==> config.mk <==
export PLATFORM = sky130hd
export DESIGN_NAME = host_lock_gate
export DESIGN_NICKNAME = d
export VERILOG_FILES = /design/src/rtl/host_lock_gate.sv
export SDC_FILE = /design/constraint.sdc
export NUM_CORES = 1
export LEC_CHECK = 0
export BUFFER_PORTS_ARGS = -buffer_cell sky130_fd_sc_hd__buf_2
export CORE_MARGIN = 4
export CORE_UTILIZATION = 25
export CTS_CLUSTER_DIAMETER = 80
export DETAILED_ROUTE_END_ITERATION = 8
export HOLD_SLACK_MARGIN = 0.1
export PLACE_DENSITY = 0.66
export SLEW_MARGIN = 20
export SYNTH_ARGS = -nofsm -noshare
export SYNTH_HDL_FRONTEND = slang
export SYNTH_SLANG_ARGS = --single-unit
==> constraint.sdc <==
create_clock -name clk -period 1.95 [get_ports clk]
set_input_delay 0.2925 -clock clk [delete_from_list [all_inputs] [get_ports clk]]
set_output_delay 0.2925 -clock clk [all_outputs]
set_load 0.005 [all_outputs]
==> src/rtl/host_lock_gate.sv <==
module host_lock_gate #(
  parameter int NUM_MOD = 4,
  parameter int ADDR_W  = 8,
  parameter int DATA_W  = 8,
  parameter int IDX_W   = 3
) (
  input  logic               clk,
  input  logic               rst_n,
  input  logic               h_req,
  input  logic               h_we,
  input  logic [ADDR_W-1:0]  h_addr,
  input  logic [DATA_W-1:0]  h_wdata,
  output logic [DATA_W-1:0]  h_rdata,
  output logic               h_ack,
  output logic               p_req,
  output logic               p_we,
  output logic [ADDR_W-1:0]  p_addr,
  output logic [DATA_W-1:0]  p_wdata,
  output logic [NUM_MOD-1:0] p_sel,
  input  logic [DATA_W-1:0]  p_rdata,
  input  logic               p_ack,
  input  logic               c_lock_we,
  input  logic [NUM_MOD-1:0] c_lock_wdata,
  output logic [NUM_MOD-1:0] lock,
  input  logic [NUM_MOD-1:0] c_viol_clr,
  output logic [NUM_MOD-1:0] viol
);

  logic [IDX_W-1:0]   idx;
  logic [NUM_MOD-1:0] hit;
  logic [NUM_MOD-1:0] lock_q;
  logic [NUM_MOD-1:0] viol_q;
  logic               blocked;
  logic               blk_ack_q;

  assign idx = h_addr[ADDR_W-1 -: IDX_W];

  for (genvar i = 0; i < NUM_MOD; i++) begin : g_dec
    assign hit[i] = (idx == IDX_W'(i));
  end

  assign blocked = h_req & |(hit & lock_q);

  assign p_req   = h_req & ~blocked;
  assign p_we    = h_we;
  assign p_addr  = h_addr;
  assign p_wdata = h_wdata;
  assign p_sel   = p_req ? hit : '0;

  assign h_ack   = p_ack | blk_ack_q;
  assign h_rdata = blk_ack_q ? '0 : p_rdata;

  assign lock = lock_q;
  assign viol = viol_q;

  always_ff @(posedge clk or negedge rst_n) begin
    if (!rst_n) begin
      lock_q    <= '0;
      viol_q    <= '0;
      blk_ack_q <= 1'b0;
    end else begin
      if (c_lock_we) lock_q <= c_lock_wdata;
      viol_q    <= (viol_q & ~c_viol_clr) | (blocked ? hit : '0);
      blk_ack_q <= blocked;
    end
  end

endmodule

==> impl_metrics.json <==
{
  "slew_violations": 0,
  "r2r-end": "viol[3]",
  "areaGrowthSynthToFinish_pct": 31.28,
  "nNetsFinal": 135,
  "die-area_mm2": 0.003192,
  "layout.cells.non_filler": 124,
  "synthesis.area_um2": 588.1,
  "hold_class": "in2reg",
  "start_util_pct": 26.33,
  "drc": 0,
  "design_area_um2": 772.0,
  "status": "complete, no violations",
  "cts.repair.resized": 0,
  "antenna_cells": 0,
  "finish.utilization_pct": 34.57,
  "final-seq-area_um2": 225.2,
  "rrSetupSlack_ps": 900,
  "num-fill-cells": 245,
  "cts_buffers": 3,
  "cts_root_buf": "clkbuf_4",
  "whs_endpoint": "viol[2]",
  "path_class": "reg2out",
  "ios": 77,
  "tightest_slew_ps": 254.1,
  "hold_viol": 0,
  "critPathRequiredTime_ps": 1660,
  "grt_pass1_vias": 572,
  "final_cell_mix": "buf_2 (48), dfrtp_1 (9), nor2b_1 (8)",
  "crit_arrival_ps": 1370,
  "grt_overflow": 0,
  "holdPathStages": 2,
  "ys_seq_area_share_pct": 38.30,
  "post-dp-hpwl_um": 1285,
  "fp.dieH_um": 56.50,
  "dpl.cell_count": 119,
  "clk_pin_slew_worst_paths_ps": 60,
  "clk_latency_ps": 260,
  "path_max_fanout": 4,
  "placed_area_um2": 735.7,
  "postCtsSetupBuffers": 0,
  "avgSynthCellArea_um2": 9.801,
  "swShare_pct": 25.69,
  "cts.sinks": 9,
  "slew_headroom_pct": 83.06,
  "regToRegStartpoint": "lock[2]",
  "antenna_found_initial": 0,
  "cts_tree": "done",
  "final_layout_size_suffix_gt1_share_pct": 60.42,
  "port_buffers": 48,
  "num_rows": 17,
  "grt_first_pass_wirelength_um": 2463,
  "clock-skew-final_ps": 4.969,
  "coreArea_mm2": 0.002233,
  "timing.final.ws_setup_ps": 285.6,
  "intPower_mw": 0.3388,
  "peakVddDrop_mv": 0.3957,
  "cts.htree.levels": 1,
  "max_freq_mhz": 600.8,
  "wl_um": 1530,
  "min_period_over_period_pct": 85.35,
  "synth_warnings": 0,
  "grt_max_degree": 10,
  "switchingPower_mw": 0.1172,
  "rsz0062_at_grt": "false",
  "p_seq_share_pct": 46.3,
  "p_leak_nw": 0.4149,
  "hold_start": "c_viol_clr[2]",
  "drtIter0Drc": 0,
  "r2r.worst_path.cells": 3,
  "synth_seq_cells": 9,
  "synth_cell_types": 16,
  "wl_per_cell_um": 12.34,
  "syn-num-nets": 98,
  "p_clk_share_pct": 31.0,
  "clockBufferDepth": 2,
  "drtPass1Iterations": 1,
  "multi_input_area_um2": 220.2,
  "chipWidth_um": 56.50,
  "p_per_area_mw_per_mm2": 590.7,
  "cp-start-kind": "flip-flop",
  "period_needed_ps": 1664,
  "setup_violations": 0,
  "avgViaCountPerCell": 4.540,
  "ant_nets": 0,
  "layout_commonest_cell": "buf_2",
  "vias": 563,
  "p_comb_share_pct": 22.7,
  "tns_ps": 0,
  "grt_usage_pct": 9.725,
  "drv_cap": 0,
  "place_ws_ps": 475.5,
  "gp_congestion": 0.7526,
  "postSynthCellCount": 60,
  "end_kind": "output pin"
}
## worst max-delay path by stage
stage | start | end | slack (ps) | depth (start not counted)
floorplan | lock[1] | p_req | 700 | 3
global placement | h_addr[5] | p_req | 480 | 5
detailed placement | h_addr[5] | p_req | 480 | 5
CTS | lock[2] | p_req | 280 | 4
global route | lock[2] | p_req | 200 | 4
finish | lock[2] | p_req | 290 | 4
## sequential cells by signal (all words and copies together) (netlist names)
| signal | count |
|---|---|
| blk_ack_q | 1 |
| lock | 4 |
| viol | 4 |
## cell usage after synthesis
cell | number | share of area [%]
nor2b_1 | 8 | 8.5
buf_4 | 17 | 22
inv_1 | 4 | 2.6
mux2i_1 | 1 | 1.7
nand3b_1 | 2 | 2.6
nor3_1 | 2 | 1.7
nor3b_1 | 2 | 2.6
or2_2 | 1 | 1.1
or3_4 | 1 | 1.9
a21boi_1 | 1 | 1.3
nand2_1 | 1 | 0.64
o22ai_1 | 4 | 4.3
and3_1 | 1 | 1.1
mux2_2 | 5 | 9.6
dfrtp_1 | 9 | 38
nor2_1 | 1 | 0.64
## routing by layer
layer | share of wire [%] | GRT usage, % | vias up
li1 | - | - | 257
met1 | 35 | 9.916 | 243
met2 | 45 | 16.67 | 53
met3 | 16 | 2.529 | 10
met4 | 3.6 | 7.458 | 0
met5 | 0 | 0 | -
## worst max-delay path, stage by stage (launching register included)
cell and delay [ps]:
dfrtp_1 410, mux2_2 270, nand3b_1 140, and3_1 180, buf_2 110
## through the flow
step           total power [mW]  hold slack (ps)
3_3_place_gp             0.3171            150.8
2_1_floorplan            0.2796           -3.091
4_1_cts                  0.4610            215.1
5_1_grt                  0.4866            215.3
3_5_place_dp             0.3187            155.3
6_report                 0.4560            213.5
## cell families after synthesis
group                  after synthesis  share of synthesized area, %
AOI/OAI and AO/OA                    5                         5.532
muxes                                6                         11.28
and+or+nand+nor                     19                         20.64
DFF                                  9                         38.30
buffers and inverters               21                         24.25
## repair_timing
| action | 4_1_cts | 5_1_grt |
|---|---|---|
| endpoints found under the setup margin | 0 | 0 |
| hold buffers | 1 | 0 |
| endpoints found under the hold margin | 9 | 0 |
## power by group through the flow
stage               combinational, mW  clock, mW  sequential, mW
floorplan                      0.0664          0           0.213
global placement                0.103          0           0.214
detailed placement              0.104          0           0.215
CTS                             0.106      0.143           0.212
global route                    0.117      0.155           0.214
finish                          0.104      0.141           0.211
## layout make-up
type | instances | share of cell area (%)
inverter | 4 | 1.945
sequential | 9 | 29.17
timing repair buffer | 49 | 32.41
tap | 28 | 4.538
multi-input combinational | 30 | 28.53
clock buffer | 4 | 3.404
No activity file was read; power rests on OpenSTA's default activity.
